### src/rtl/chain_dma_pkg.sv
package chain_dma_pkg;
  typedef enum logic [2:0] {
    W_IDLE, W_FREQ, W_FRSP, W_LAUNCH, W_WAIT, W_NEXT
  } walk_state_t;

  typedef enum logic [1:0] {
    M_IDLE, M_RREQ, M_RRSP, M_WREQ
  } move_state_t;

  localparam int DESC_WORDS = 4;
  localparam int F_SRC  = 0;
  localparam int F_DST  = 1;
  localparam int F_LEN  = 2;
  localparam int F_NEXT = 3;

  localparam int REG_HEAD   = 0;
  localparam int REG_STATUS = 1;
  localparam int ST_BUSY = 0;
  localparam int ST_DONE = 1;
  localparam int ST_ERR  = 2;
endpackage

### src/rtl/chain_dma_csr.sv
module chain_dma_csr
  import chain_dma_pkg::*;
#(
  parameter int AW  = 32,
  parameter int DW  = 32,
  parameter int RAW = 2
) (
  input  logic           clk,
  input  logic           rst_n,
  input  logic           reg_wr,
  input  logic [RAW-1:0] reg_addr,
  input  logic [DW-1:0]  reg_wdata,
  output logic [DW-1:0]  reg_rdata,
  input  logic           busy_i,
  input  logic           finish_i,
  output logic           start_o,
  output logic [AW-1:0]  head_o,
  output logic           irq_o
);
  logic [AW-1:0] head_q;
  logic done_q, err_q;
  logic wr_head, wr_stat;

  assign wr_head = reg_wr && (reg_addr == RAW'(REG_HEAD));
  assign wr_stat = reg_wr && (reg_addr == RAW'(REG_STATUS));
  assign start_o = wr_head && !busy_i;
  assign head_o  = start_o ? reg_wdata[AW-1:0] : head_q;
  assign irq_o   = done_q;

  always_ff @(posedge clk or negedge rst_n) begin
    if (!rst_n) begin
      head_q <= '0;
      done_q <= 1'b0;
      err_q  <= 1'b0;
    end else begin
      if (start_o) head_q <= reg_wdata[AW-1:0];
      if (finish_i) done_q <= 1'b1;
      else if (wr_stat && reg_wdata[ST_DONE]) done_q <= 1'b0;
      if (wr_head && busy_i) err_q <= 1'b1;
      else if (wr_stat && reg_wdata[ST_ERR]) err_q <= 1'b0;
    end
  end

  always_comb begin
    reg_rdata = '0;
    if (reg_addr == RAW'(REG_HEAD)) begin
      reg_rdata[AW-1:0] = head_q;
    end else if (reg_addr == RAW'(REG_STATUS)) begin
      reg_rdata[ST_BUSY] = busy_i;
      reg_rdata[ST_DONE] = done_q;
      reg_rdata[ST_ERR]  = err_q;
    end
  end

  // end of chain always leaves done set
  a_r6_done_sticks: assert property (@(posedge clk) disable iff (!rst_n)
    finish_i |=> done_q);
  // a head write during a chain must leave the stored head untouched
  a_r8_busy_head_kept: assert property (@(posedge clk) disable iff (!rst_n)
    (wr_head && busy_i) |=> $stable(head_q) && err_q);
endmodule

### src/rtl/chain_dma_mover.sv
module chain_dma_mover
  import chain_dma_pkg::*;
#(
  parameter int AW = 32,
  parameter int DW = 32
) (
  input  logic          clk,
  input  logic          rst_n,
  input  logic          start_i,
  input  logic [AW-1:0] src_i,
  input  logic [AW-1:0] dst_i,
  input  logic [DW-1:0] len_i,
  output logic          req_valid_o,
  input  logic          req_ready_i,
  output logic          req_write_o,
  output logic [AW-1:0] req_addr_o,
  output logic [DW-1:0] req_wdata_o,
  input  logic          rsp_valid_i,
  output logic          rsp_ready_o,
  input  logic [DW-1:0] rsp_data_i,
  output logic          done_o
);
  localparam int WB = DW / 8;
  localparam int SH = $clog2(WB);

  move_state_t   st;
  logic [AW-1:0] src_q, dst_q;
  logic [DW-1:0] cnt_q, data_q, beats;

  assign beats = (len_i >> SH) + DW'(|len_i[SH-1:0]);

  assign req_valid_o = (st == M_RREQ) || (st == M_WREQ);
  assign req_write_o = (st == M_WREQ);
  assign req_addr_o  = (st == M_WREQ) ? dst_q : src_q;
  assign req_wdata_o = data_q;
  assign rsp_ready_o = (st == M_RRSP);
  assign done_o      = (st == M_WREQ) && req_ready_i && (cnt_q == DW'(1));

  always_ff @(posedge clk or negedge rst_n) begin
    if (!rst_n) begin
      st     <= M_IDLE;
      src_q  <= '0;
      dst_q  <= '0;
      cnt_q  <= '0;
      data_q <= '0;
    end else begin
      case (st)
        M_IDLE: if (start_i) begin
          src_q <= src_i;
          dst_q <= dst_i;
          cnt_q <= beats;
          st    <= M_RREQ;
        end
        M_RREQ: if (req_ready_i) st <= M_RRSP;
        M_RRSP: if (rsp_valid_i) begin
          data_q <= rsp_data_i;
          st     <= M_WREQ;
        end
        M_WREQ: if (req_ready_i) begin
          cnt_q <= cnt_q - DW'(1);
          if (cnt_q == DW'(1)) begin
            st <= M_IDLE;
          end else begin
            src_q <= src_q + AW'(WB);
            dst_q <= dst_q + AW'(WB);
            st    <= M_RREQ;
          end
        end
        default: st <= M_IDLE;
      endcase
    end
  end

  // the walker never hands over an empty block
  a_r5_no_empty_block: assert property (@(posedge clk) disable iff (!rst_n)
    start_i |-> (len_i != '0) && (st == M_IDLE));
  // destination advances in step with the source on every beat
  a_r4_addr_lockstep: assert property (@(posedge clk) disable iff (!rst_n)
    (st == M_WREQ && req_ready_i && cnt_q != DW'(1)) |=>
      (src_q - $past(src_q) == AW'(WB)) && (dst_q - $past(dst_q) == AW'(WB)));
endmodule

### src/rtl/chain_dma_walker.sv
module chain_dma_walker
  import chain_dma_pkg::*;
#(
  parameter int AW = 32,
  parameter int DW = 32
) (
  input  logic          clk,
  input  logic          rst_n,
  input  logic          start_i,
  input  logic [AW-1:0] head_i,
  output logic          req_valid_o,
  input  logic          req_ready_i,
  output logic [AW-1:0] req_addr_o,
  input  logic          rsp_valid_i,
  output logic          rsp_ready_o,
  input  logic [DW-1:0] rsp_data_i,
  output logic          mv_start_o,
  output logic [AW-1:0] mv_src_o,
  output logic [AW-1:0] mv_dst_o,
  output logic [DW-1:0] mv_len_o,
  input  logic          mv_done_i,
  output logic          busy_o,
  output logic          finish_o
);
  localparam int WB = DW / 8;
  localparam int SH = $clog2(WB);
  localparam int IW = $clog2(DESC_WORDS);

  walk_state_t   st;
  logic [AW-1:0] cur_q;
  logic [IW-1:0] idx_q;
  logic [DW-1:0] fld [DESC_WORDS];
  logic          link_zero;

  assign link_zero   = (fld[F_NEXT][AW-1:0] == '0);
  assign req_valid_o = (st == W_FREQ);
  assign req_addr_o  = cur_q + (AW'(idx_q) << SH);
  assign rsp_ready_o = (st == W_FRSP);
  assign mv_start_o  = (st == W_LAUNCH) && (fld[F_LEN] != '0);
  assign mv_src_o    = fld[F_SRC][AW-1:0];
  assign mv_dst_o    = fld[F_DST][AW-1:0];
  assign mv_len_o    = fld[F_LEN];
  assign busy_o      = (st != W_IDLE);
  assign finish_o    = ((st == W_IDLE) && start_i && (head_i == '0)) ||
                       ((st == W_NEXT) && link_zero);

  always_ff @(posedge clk or negedge rst_n) begin
    if (!rst_n) begin
      st    <= W_IDLE;
      cur_q <= '0;
      idx_q <= '0;
      for (int i = 0; i < DESC_WORDS; i++) fld[i] <= '0;
    end else begin
      case (st)
        W_IDLE: if (start_i && head_i != '0) begin
          cur_q <= head_i;
          idx_q <= '0;
          st    <= W_FREQ;
        end
        W_FREQ: if (req_ready_i) st <= W_FRSP;
        W_FRSP: if (rsp_valid_i) begin
          fld[idx_q] <= rsp_data_i;
          if (idx_q == IW'(DESC_WORDS - 1)) begin
            st <= W_LAUNCH;
          end else begin
            idx_q <= idx_q + IW'(1);
            st    <= W_FREQ;
          end
        end
        W_LAUNCH: st <= (fld[F_LEN] == '0) ? W_NEXT : W_WAIT;
        W_WAIT:   if (mv_done_i) st <= W_NEXT;
        W_NEXT: begin
          if (link_zero) begin
            st <= W_IDLE;
          end else begin
            cur_q <= fld[F_NEXT][AW-1:0];
            idx_q <= '0;
            st    <= W_FREQ;
          end
        end
        default: st <= W_IDLE;
      endcase
    end
  end

  // the next fetch never begins while a block is still moving
  a_r3_fetch_after_move: assert property (@(posedge clk) disable iff (!rst_n)
    (st == W_WAIT && !mv_done_i) |=> (st == W_WAIT) && !req_valid_o);
  // finishing always returns the engine to idle
  a_r6_finish_idle: assert property (@(posedge clk) disable iff (!rst_n)
    finish_o |=> !busy_o);
endmodule

### src/rtl/chain_dma.sv
module chain_dma
  import chain_dma_pkg::*;
#(
  parameter int AW  = 32,
  parameter int DW  = 32,
  parameter int RAW = 2
) (
  input  logic           clk,
  input  logic           rst_n,
  input  logic           reg_wr,
  input  logic [RAW-1:0] reg_addr,
  input  logic [DW-1:0]  reg_wdata,
  output logic [DW-1:0]  reg_rdata,
  output logic           irq,
  output logic           mem_req_valid,
  input  logic           mem_req_ready,
  output logic           mem_req_write,
  output logic [AW-1:0]  mem_req_addr,
  output logic [DW-1:0]  mem_req_wdata,
  input  logic           mem_rsp_valid,
  output logic           mem_rsp_ready,
  input  logic [DW-1:0]  mem_rsp_data
);
  logic          start, busy, finish;
  logic [AW-1:0] head;
  logic          w_valid, w_rsp_ready;
  logic [AW-1:0] w_addr;
  logic          m_valid, m_write, m_rsp_ready, m_start, m_done;
  logic [AW-1:0] m_addr, m_src, m_dst;
  logic [DW-1:0] m_wdata, m_len;

  chain_dma_csr #(.AW(AW), .DW(DW), .RAW(RAW)) u_csr (
    .clk(clk), .rst_n(rst_n), .reg_wr(reg_wr), .reg_addr(reg_addr),
    .reg_wdata(reg_wdata), .reg_rdata(reg_rdata), .busy_i(busy),
    .finish_i(finish), .start_o(start), .head_o(head), .irq_o(irq)
  );

  chain_dma_walker #(.AW(AW), .DW(DW)) u_walk (
    .clk(clk), .rst_n(rst_n), .start_i(start), .head_i(head),
    .req_valid_o(w_valid), .req_ready_i(mem_req_ready), .req_addr_o(w_addr),
    .rsp_valid_i(mem_rsp_valid), .rsp_ready_o(w_rsp_ready),
    .rsp_data_i(mem_rsp_data), .mv_start_o(m_start), .mv_src_o(m_src),
    .mv_dst_o(m_dst), .mv_len_o(m_len), .mv_done_i(m_done),
    .busy_o(busy), .finish_o(finish)
  );

  chain_dma_mover #(.AW(AW), .DW(DW)) u_move (
    .clk(clk), .rst_n(rst_n), .start_i(m_start), .src_i(m_src),
    .dst_i(m_dst), .len_i(m_len), .req_valid_o(m_valid),
    .req_ready_i(mem_req_ready), .req_write_o(m_write),
    .req_addr_o(m_addr), .req_wdata_o(m_wdata),
    .rsp_valid_i(mem_rsp_valid), .rsp_ready_o(m_rsp_ready),
    .rsp_data_i(mem_rsp_data), .done_o(m_done)
  );

  assign mem_req_valid = w_valid | m_valid;
  assign mem_req_write = m_valid & m_write;
  assign mem_req_addr  = m_valid ? m_addr : w_addr;
  assign mem_req_wdata = m_wdata;
  assign mem_rsp_ready = w_rsp_ready | m_rsp_ready;

  // a stalled request keeps its content
  a_r9_req_hold: assert property (@(posedge clk) disable iff (!rst_n)
    (mem_req_valid && !mem_req_ready) |=> mem_req_valid &&
      $stable(mem_req_addr) && $stable(mem_req_write) && $stable(mem_req_wdata));
  // only one source drives the port at once
  a_r9_single_source: assert property (@(posedge clk) disable iff (!rst_n)
    $onehot0({w_valid, m_valid}));
  // no new request while a read is outstanding
  a_r9_one_outstanding: assert property (@(posedge clk) disable iff (!rst_n)
    !(mem_req_valid && mem_rsp_ready));
  // the port stays quiet when no chain runs
  a_r1_idle_quiet: assert property (@(posedge clk) disable iff (!rst_n)
    !busy |-> !mem_req_valid);
endmodule

### config.mk
export PLATFORM = sky130hd
export DESIGN_NAME = chain_dma
export DESIGN_NICKNAME = d
export VERILOG_FILES = /design/src/rtl/chain_dma_pkg.sv /design/src/rtl/chain_dma_csr.sv /design/src/rtl/chain_dma_mover.sv /design/src/rtl/chain_dma_walker.sv /design/src/rtl/chain_dma.sv
export SDC_FILE = /design/constraint.sdc
export NUM_CORES = 1
export LEC_CHECK = 0
export ABC_AREA = 1
export CAP_MARGIN = 25
export CORE_UTILIZATION = 35
export CTS_CLUSTER_DIAMETER = 200
export DETAILED_ROUTE_END_ITERATION = 6
export GPL_TIMING_DRIVEN = 0
export SYNTH_ARGS = -nofsm -noshare
export SYNTH_HDL_FRONTEND = slang
export SYNTH_SLANG_ARGS = --single-unit
### constraint.sdc
create_clock -name clk -period 3.35 [get_ports clk]
set_clock_uncertainty 0.1 [all_clocks]
set_input_delay 0.335 -clock clk [delete_from_list [all_inputs] [get_ports clk]]
set_output_delay 0.335 -clock clk [all_outputs]
set_load 0.01 [all_outputs]
==> flow_summary.toml, run 1 <==
[pwr]
leakage_nw = 11.2
p_per_area_mw_per_mm2 = 964
vdd.ir_drop.worst_mv = 0.493

[run]
cap_violations = 0

[layout]
finalNetCount = 2951
layout-area-overhead-vs-synth_pct = 23.4
finalNonFillerCells = 3584
fraction_of_layout_instances_using_a_drive_strength_above_1_pct = 10.0
stdcell_area_mm2 = 0.0233

[sta]
unrepaired_setup_endpoints_after_global_routing = "true"
worstMarginPinSlew_ns = 1.03
tns_ns = -0.969
timing.final.crit_share_pct = 106
slew_headroom_pct = 31.4
shortest_period_the_worst_path_allows_ns = 3.55
finalSetupViolations = 10
timing_max_transition_violations_final = 0
final_hold_viol_count = 0
fin_ws_ns = -0.201
max_freq_ghz = 0.282

[critical_path]
cp-end-kind = "output pin"
criticalPathCategory = "flop to output pin"
critical_path_s_slowest_cell = "sky130_fd_sc_hd__dfrtp_2"
r2r_end = "u_move.dst_q[2]$_DFFE_PN0P_"
worst-endpoint-required_ns = 2.91
ff2ff_path_depth = 10
crit_arrival_ns = 3.12
crit_path_max_incr_delay_ns = 0.40
worstPathCellList = "ha_4 > inv_2 > fa_2 > inv_2 > nand2_4 > nor2_4 > nand3_4 > inv_4 > nand2_4 > nor3_4 > nand2_2 > buf_6 > buf_6 > nor2_4 > o221ai_2 > o21ai_2 > buf_2"
worst-r2r-setup-slack_ns = 0.25
r2r-start = "u_move.cnt_q[19]$_DFFE_PN0P_"
critPathBufInv = 6
critical_path.startpoint_type = "flop"
critical_path.max_fanout = 6
timing.critical_path.max_delay_family = "simple AND/OR/NAND/NOR gates"

[global_route]
via_count_of_the_first_global_routing_pass = 18100
maximum_number_of_pins_on_one_net_before_global_route_repair = 123
antenna_found_initial = 16
grt_usage_pct = 26.7
global_route.overflow_total = 0
first_pass_grt_wire_length_um = 109000

[placed_design]
placer_congestion = 0.987
place_hpwl_um = 55100
post-place-ws_ns = -0.862
placement.io_buffers = 169
dpl.cell_count = 3489
postPlaceCellArea_mm2 = 0.0215

[routing]
drt_wl_total_um = 72700
ant_nets = 0
drt_drc_violations_left = 0
dr_pass1_iterations = 6
detail_route.wl_per_cell_um = 20.3
dr.first_iter.drc_count = 1805
via_count = 18900
vias_per_cell = 5.27

[cts]
clkSinkCount = 329
clkTransAtPathRegs_ns = 0.06
root_buffer = "sky130_fd_sc_hd__clkbuf_16"
htree_num_levels = 2
clock_buffer_count_from_cts = 39
cts_tree = "yes"
ctsLongestPathBuffers = 3
clk-insertion-delay-late_ns = 0.57

[synthesis]
ys_seq_area_share_pct = 43.5
syn_area_per_cell_um2 = 7.19
synthesis.yosys.warnings = 0
post_synth_num_cell_types = 48
postSynth.topFlopCell = "sky130_fd_sc_hd__dfrtp_1"
post_synth_inst_count = 2630
ys_ff_latch = 329
async_flop_share_pct = 100
mappedNetlistNets = 2720
synth-edff-count = 0
synthesis.area_mm2 = 0.0189

[status]
status = "complete, but fails checks"
violations = "setup timing"

[floorplanning]
die_height_um = 234
placeable_core_area_mm2 = 0.0530
io_pins = 171
chipWidth_um = 234
row_count = 84
fp.dieArea_mm2 = 0.0550
initial_core_utilization_pct = 35.7

[min_path]
holdCritPathClass = "input pin to asynchronous set/reset pin"
[Yosys cell counts (all sizes together) (2+ instances only)]
master / count / area share (%)
a21boi: 2 / 0.079
a21o: 3 / 0.12
a21oi: 24 / 0.64
a221oi: 6 / 0.28
a31oi: 6 / 0.20
and3: 2 / 0.066
buf: 26 / 1.1
clkbuf: 90 / 1.8
dfrtp: 329 / 44
ha: 18 / 1.2
inv: 285 / 5.7
nand2: 900 / 18
nand3: 134 / 3.6
nand3b: 2 / 0.079
nand4: 33 / 1.1
nor2: 203 / 4.2
nor3: 63 / 1.7
nor3b: 3 / 0.15
nor4: 31 / 1.0
o21ai: 352 / 10
o21bai: 2 / 0.079
o22ai: 8 / 0.26
o31ai: 16 / 0.64
or2: 10 / 0.33
xnor2: 16 / 0.74
xor2: 58 / 2.7
[metrics by stage]
stage	utilization, %	hold WS [ns]	power (W)
2_1_floorplan	-	-0.0606	0.0130
5_1_grt	44.0	0.312	0.0239
3_3_place_gp	40.5	0.355	0.0175
3_5_place_dp	40.6	0.328	0.0176
4_1_cts	43.8	0.302	0.0224
6_report	44.0	0.299	0.0225
[worst max-delay path by stage]
| stage | start | end | slack [ns] | depth (start not counted) |
|---|---|---|---|---|
| 2_1_floorplan | u_walk.idx_q[0]$_DFFE_PN0P_ | mem_req_addr[30] | 0.45 | 16 |
| 3_3_place_gp | rst_n | u_walk.mv_src_o[26]$_DFFE_PN0P_ | -12.69 | 1 |
| 3_5_place_dp | u_move.st[1]$_DFFE_PN0P_ | mem_req_addr[2] | -0.86 | 7 |
| 4_1_cts | u_walk.idx_q[0]$_DFFE_PN0P_ | mem_req_addr[30] | -0.21 | 17 |
| 5_1_grt | u_walk.cur_q[2]$_DFFE_PN0P_ | mem_req_addr[30] | -0.32 | 17 |
| 6_report | u_walk.idx_q[0]$_DFFE_PN0P_ | mem_req_addr[20] | -0.20 | 17 |
[kinds of logic after synthesis]
group / after synthesis / synth area share, %
DFF: 329 / 43.5
xor gates and xnor gates: 74 / 3.43
buffers and inverters: 401 / 8.54
AOI/OAI and AO/OA: 424 / 12.5
and+or+nand+nor: 1383 / 30.7
adders and majority gates: 19 / 1.30
[final cells by class]
cell class | count | area [um2]
antenna | 5 | 12.5
inverter | 285 | 1070
multi-input combinational | 1900 | 9390
fill | 5445 | 29600
tap | 688 | 861
sequential | 329 | 8240
timing repair buffer | 191 | 1850
clock inverter | 13 | 158
buffer | 115 | 591
clock buffer | 58 | 1160
[power by group]
part / total (W) / switching (W) / internal (W)
logic: 0.0114 / 0.00737 / 0.00402
registers: 0.00666 / 0.00133 / 0.00533
clock network: 0.00445 / 0.00182 / 0.00263
[layer usage]
| layer | GRT usage (%) | share of wire (%) | vias up |
|---|---|---|---|
| met1 | 35.9 | 42 | 9078 |
| met2 | 41.7 | 45 | 765 |
| met3 | 5.15 | 8.6 | 155 |
| met4 | 11.5 | 4.3 | 0 |
| met5 | 0 | 0 | - |
| li1 | - | - | 8878 |
[cell usage in the layout, fill, tap and decap left out, drive strengths merged, types with 5 or more instances in the layout]
cell,netlist,final
clkbuf,90,146
nor4,31,31
nand3,134,134
clkdlybuf4s50,0,148
diode,0,5
inv,285,286
clkinv,0,8
xnor2,16,16
nor2,203,203
dfrtp,329,329
a21oi,24,24
o22ai,8,8
dlygate4sd2,0,6
a221oi,6,6
nand4,33,33
or2,10,10
nand2,900,900
o31ai,16,16
ha,18,18
o21ai,352,352
buf,26,62
nor3,63,63
a31oi,6,6
xor2,58,58
[timing repair]
action,in CTS,in global routing
gates resized for setup,162,32
pin swaps,9,12
setup endpoints to repair,33,21
buffers inserted,12,7
cloned,0,0
hold endpoints to repair,94,0
hold buffers,1,0
(Power assumes the default switching activity.)
==> run 2, diff against run 1 <==
--- a/config.mk
+++ b/config.mk
@@ -11,6 +11,7 @@
 export CTS_CLUSTER_DIAMETER = 200
 export DETAILED_ROUTE_END_ITERATION = 6
 export GPL_TIMING_DRIVEN = 0
+export PLACE_DENSITY_LB_ADDON = 0.08
 export SYNTH_ARGS = -nofsm -noshare
 export SYNTH_HDL_FRONTEND = slang
 export SYNTH_SLANG_ARGS = --single-unit
==> run 2 against run 1 <==
Effect of this change: the run still ends with setup timing left; wire length up 5.9%; global-route usage grew 1.6 points; maximum frequency up 2.1%; critical endpoint is now mem_req_addr[30].
==> flow_summary.toml, run 2 (same netlist as run 1, synthesis figures left out) <==
[min_path]
holdCritPathClass = "input pin to asynchronous set/reset pin"

[cts]
clkTransAtPathRegs_ns = 0.06
clkSinkCount = 329
clock_buffer_count_from_cts = 40
htree_num_levels = 2
ctsLongestPathBuffers = 3
clk-insertion-delay-late_ns = 0.58
cts_tree = "yes"
root_buffer = "sky130_fd_sc_hd__clkbuf_16"

[status]
violations = "setup timing"
status = "complete, but fails checks"

[sta]
worstMarginPinSlew_ns = 0.996
unrepaired_setup_endpoints_after_global_routing = "true"
timing.final.crit_share_pct = 104
slew_headroom_pct = 33.6
tns_ns = -0.736
shortest_period_the_worst_path_allows_ns = 3.48
finalSetupViolations = 8
final_hold_viol_count = 0
fin_ws_ns = -0.129
timing_max_transition_violations_final = 0
max_freq_ghz = 0.287

[layout]
fraction_of_layout_instances_using_a_drive_strength_above_1_pct = 10.3
num-fill-cells = 5540
final_common_cell = "sky130_fd_sc_hd__nand2_1"
mostFrequentLayoutCells = "sky130_fd_sc_hd__nand2_1, sky130_fd_sc_hd__dfrtp_1, sky130_fd_sc_hd__o21ai_0"
sequential_cell_area_mm2 = 0.00824
finalNetCount = 2965
multi_input_gate_area_mm2 = 0.00941
stdcell_area_mm2 = 0.0235
layout-area-overhead-vs-synth_pct = 24.4
finalNonFillerCells = 3591

[critical_path]
criticalPathCategory = "flop to output pin"
cp-end-kind = "output pin"
worst-endpoint-required_ns = 2.91
critical_path.max_fanout = 4
critical_path.startpoint_type = "flop"
crit_arrival_ns = 3.04

[global_route]
first_pass_grt_wire_length_um = 115000
maximum_number_of_pins_on_one_net_before_global_route_repair = 114
grt_usage_pct = 28.3
via_count_of_the_first_global_routing_pass = 18100
antenna_found_initial = 6
global_route.overflow_total = 0

[placed_design]
placement.io_buffers = 169
placer_congestion = 0.991
postPlaceCellArea_mm2 = 0.0215
post-place-ws_ns = -1.08
place_hpwl_um = 58700
dpl.cell_count = 3489

[routing]
drt_wl_total_um = 77000
dr.first_iter.drc_count = 1539
via_count = 18800
detail_route.wl_per_cell_um = 21.4
ant_nets = 0
drt_drc_violations_left = 0
dr_pass1_iterations = 5
vias_per_cell = 5.24

[floorplanning]
initial_core_utilization_pct = 35.7
placeable_core_area_mm2 = 0.0530
chipWidth_um = 234
die_height_um = 234
fp.dieArea_mm2 = 0.0550
io_pins = 171
row_count = 84

[pwr]
p_per_area_mw_per_mm2 = 964
design_power_total_w = 0.0227
vdd.ir_drop.worst_mv = 0.460
leakage_nw = 11.3

[run]
cap_violations = 0
-- run 2: metal layers --
layer	wire length (um)	vias up	GRT usage, %
met5	0	-	0
met2	35600	588	45.6
met1	34400	9213	39.0
li1	-	8907	-
met3	4620	104	4.37
met4	2330	0	8.93
-- run 2: where the power goes --
group,switching [W],internal [W],leakage (nW)
clock,0.00187,0.00254,0.642
sequential,0.00132,0.00533,4.26
combinational,0.00749,0.00413,6.44
total,0.0107,0.0120,11.3
-- run 2: path summary, 6_finish.rpt --
| kind | cells past startpoint | to | slack, ns | startpoint |
|---|---|---|---|---|
| max | 17 | mem_req_addr[30] | -0.13 | u_walk.cur_q[2]$_DFFE_PN0P_ |
| min | 2 | u_move.req_wdata_o[11]$_DFFE_PN0P_ | 0.29 | rst_n |
| max reg2reg | 10 | u_move.src_q[5]$_DFFE_PN0P_ | 0.27 | u_move.cnt_q[18]$_DFFE_PN0P_ |
| min reg2reg | 2 | u_move.src_q[0]$_DFFE_PN0P_ | 0.38 | u_move.src_q[0]$_DFFE_PN0P_ |
| max in group asynchronous | 4 | u_walk.mv_src_o[25]$_DFFE_PN0P_ | 1.27 | rst_n |
| min in group clk | 3 | u_csr.head_q[0]$_DFF_PN0_ | 0.32 | reg_wdata[0] |
-- run 2: worst max-delay path: stages, from the launching register on --
cell	delay (ns)
sky130_fd_sc_hd__dfrtp_1	0.40
sky130_fd_sc_hd__ha_4	0.16
sky130_fd_sc_hd__inv_2	0.04
sky130_fd_sc_hd__fa_2	0.35
sky130_fd_sc_hd__inv_2	0.08
sky130_fd_sc_hd__nand2_4	0.05
sky130_fd_sc_hd__nor2_4	0.12
sky130_fd_sc_hd__nand3_2	0.12
sky130_fd_sc_hd__inv_2	0.11
sky130_fd_sc_hd__nand2_4	0.07
sky130_fd_sc_hd__nor3_4	0.17
sky130_fd_sc_hd__nand2_2	0.13
sky130_fd_sc_hd__nor2_4	0.14
sky130_fd_sc_hd__nand2_2	0.09
sky130_fd_sc_hd__o21bai_1	0.15
sky130_fd_sc_hd__o211ai_1	0.10
sky130_fd_sc_hd__nand2_1	0.09
sky130_fd_sc_hd__buf_6	0.11
-- run 2: timing repair --
item,in CTS,in global routing
hold buffers,1,0
resized for setup,199,39
pin swaps,13,18
hold endpoints to repair,105,0
setup endpoints to repair,33,25
setup buffers,45,8
-- run 2: final cells by class --
cell class / count / area share, %
sequential: 329 / 35.0
clock inverter: 15 / 0.606
multi-input combinational: 1900 / 40.0
clock buffer: 54 / 4.86
tap: 688 / 3.66
antenna: 1 / 0.0106
inverter: 285 / 4.55
timing repair buffer: 203 / 8.31
buffer: 116 / 2.97
-- run 2: stage by stage --
| stage | hold WS [ns] | util [%] |
|---|---|---|
| 2_1_floorplan | -0.0606 | - |
| 3_3_place_gp | 0.356 | 40.5 |
| 3_5_place_dp | 0.365 | 40.6 |
| 4_1_cts | 0.277 | 44.3 |
| 5_1_grt | 0.308 | 44.4 |
| 6_report | 0.289 | 44.4 |
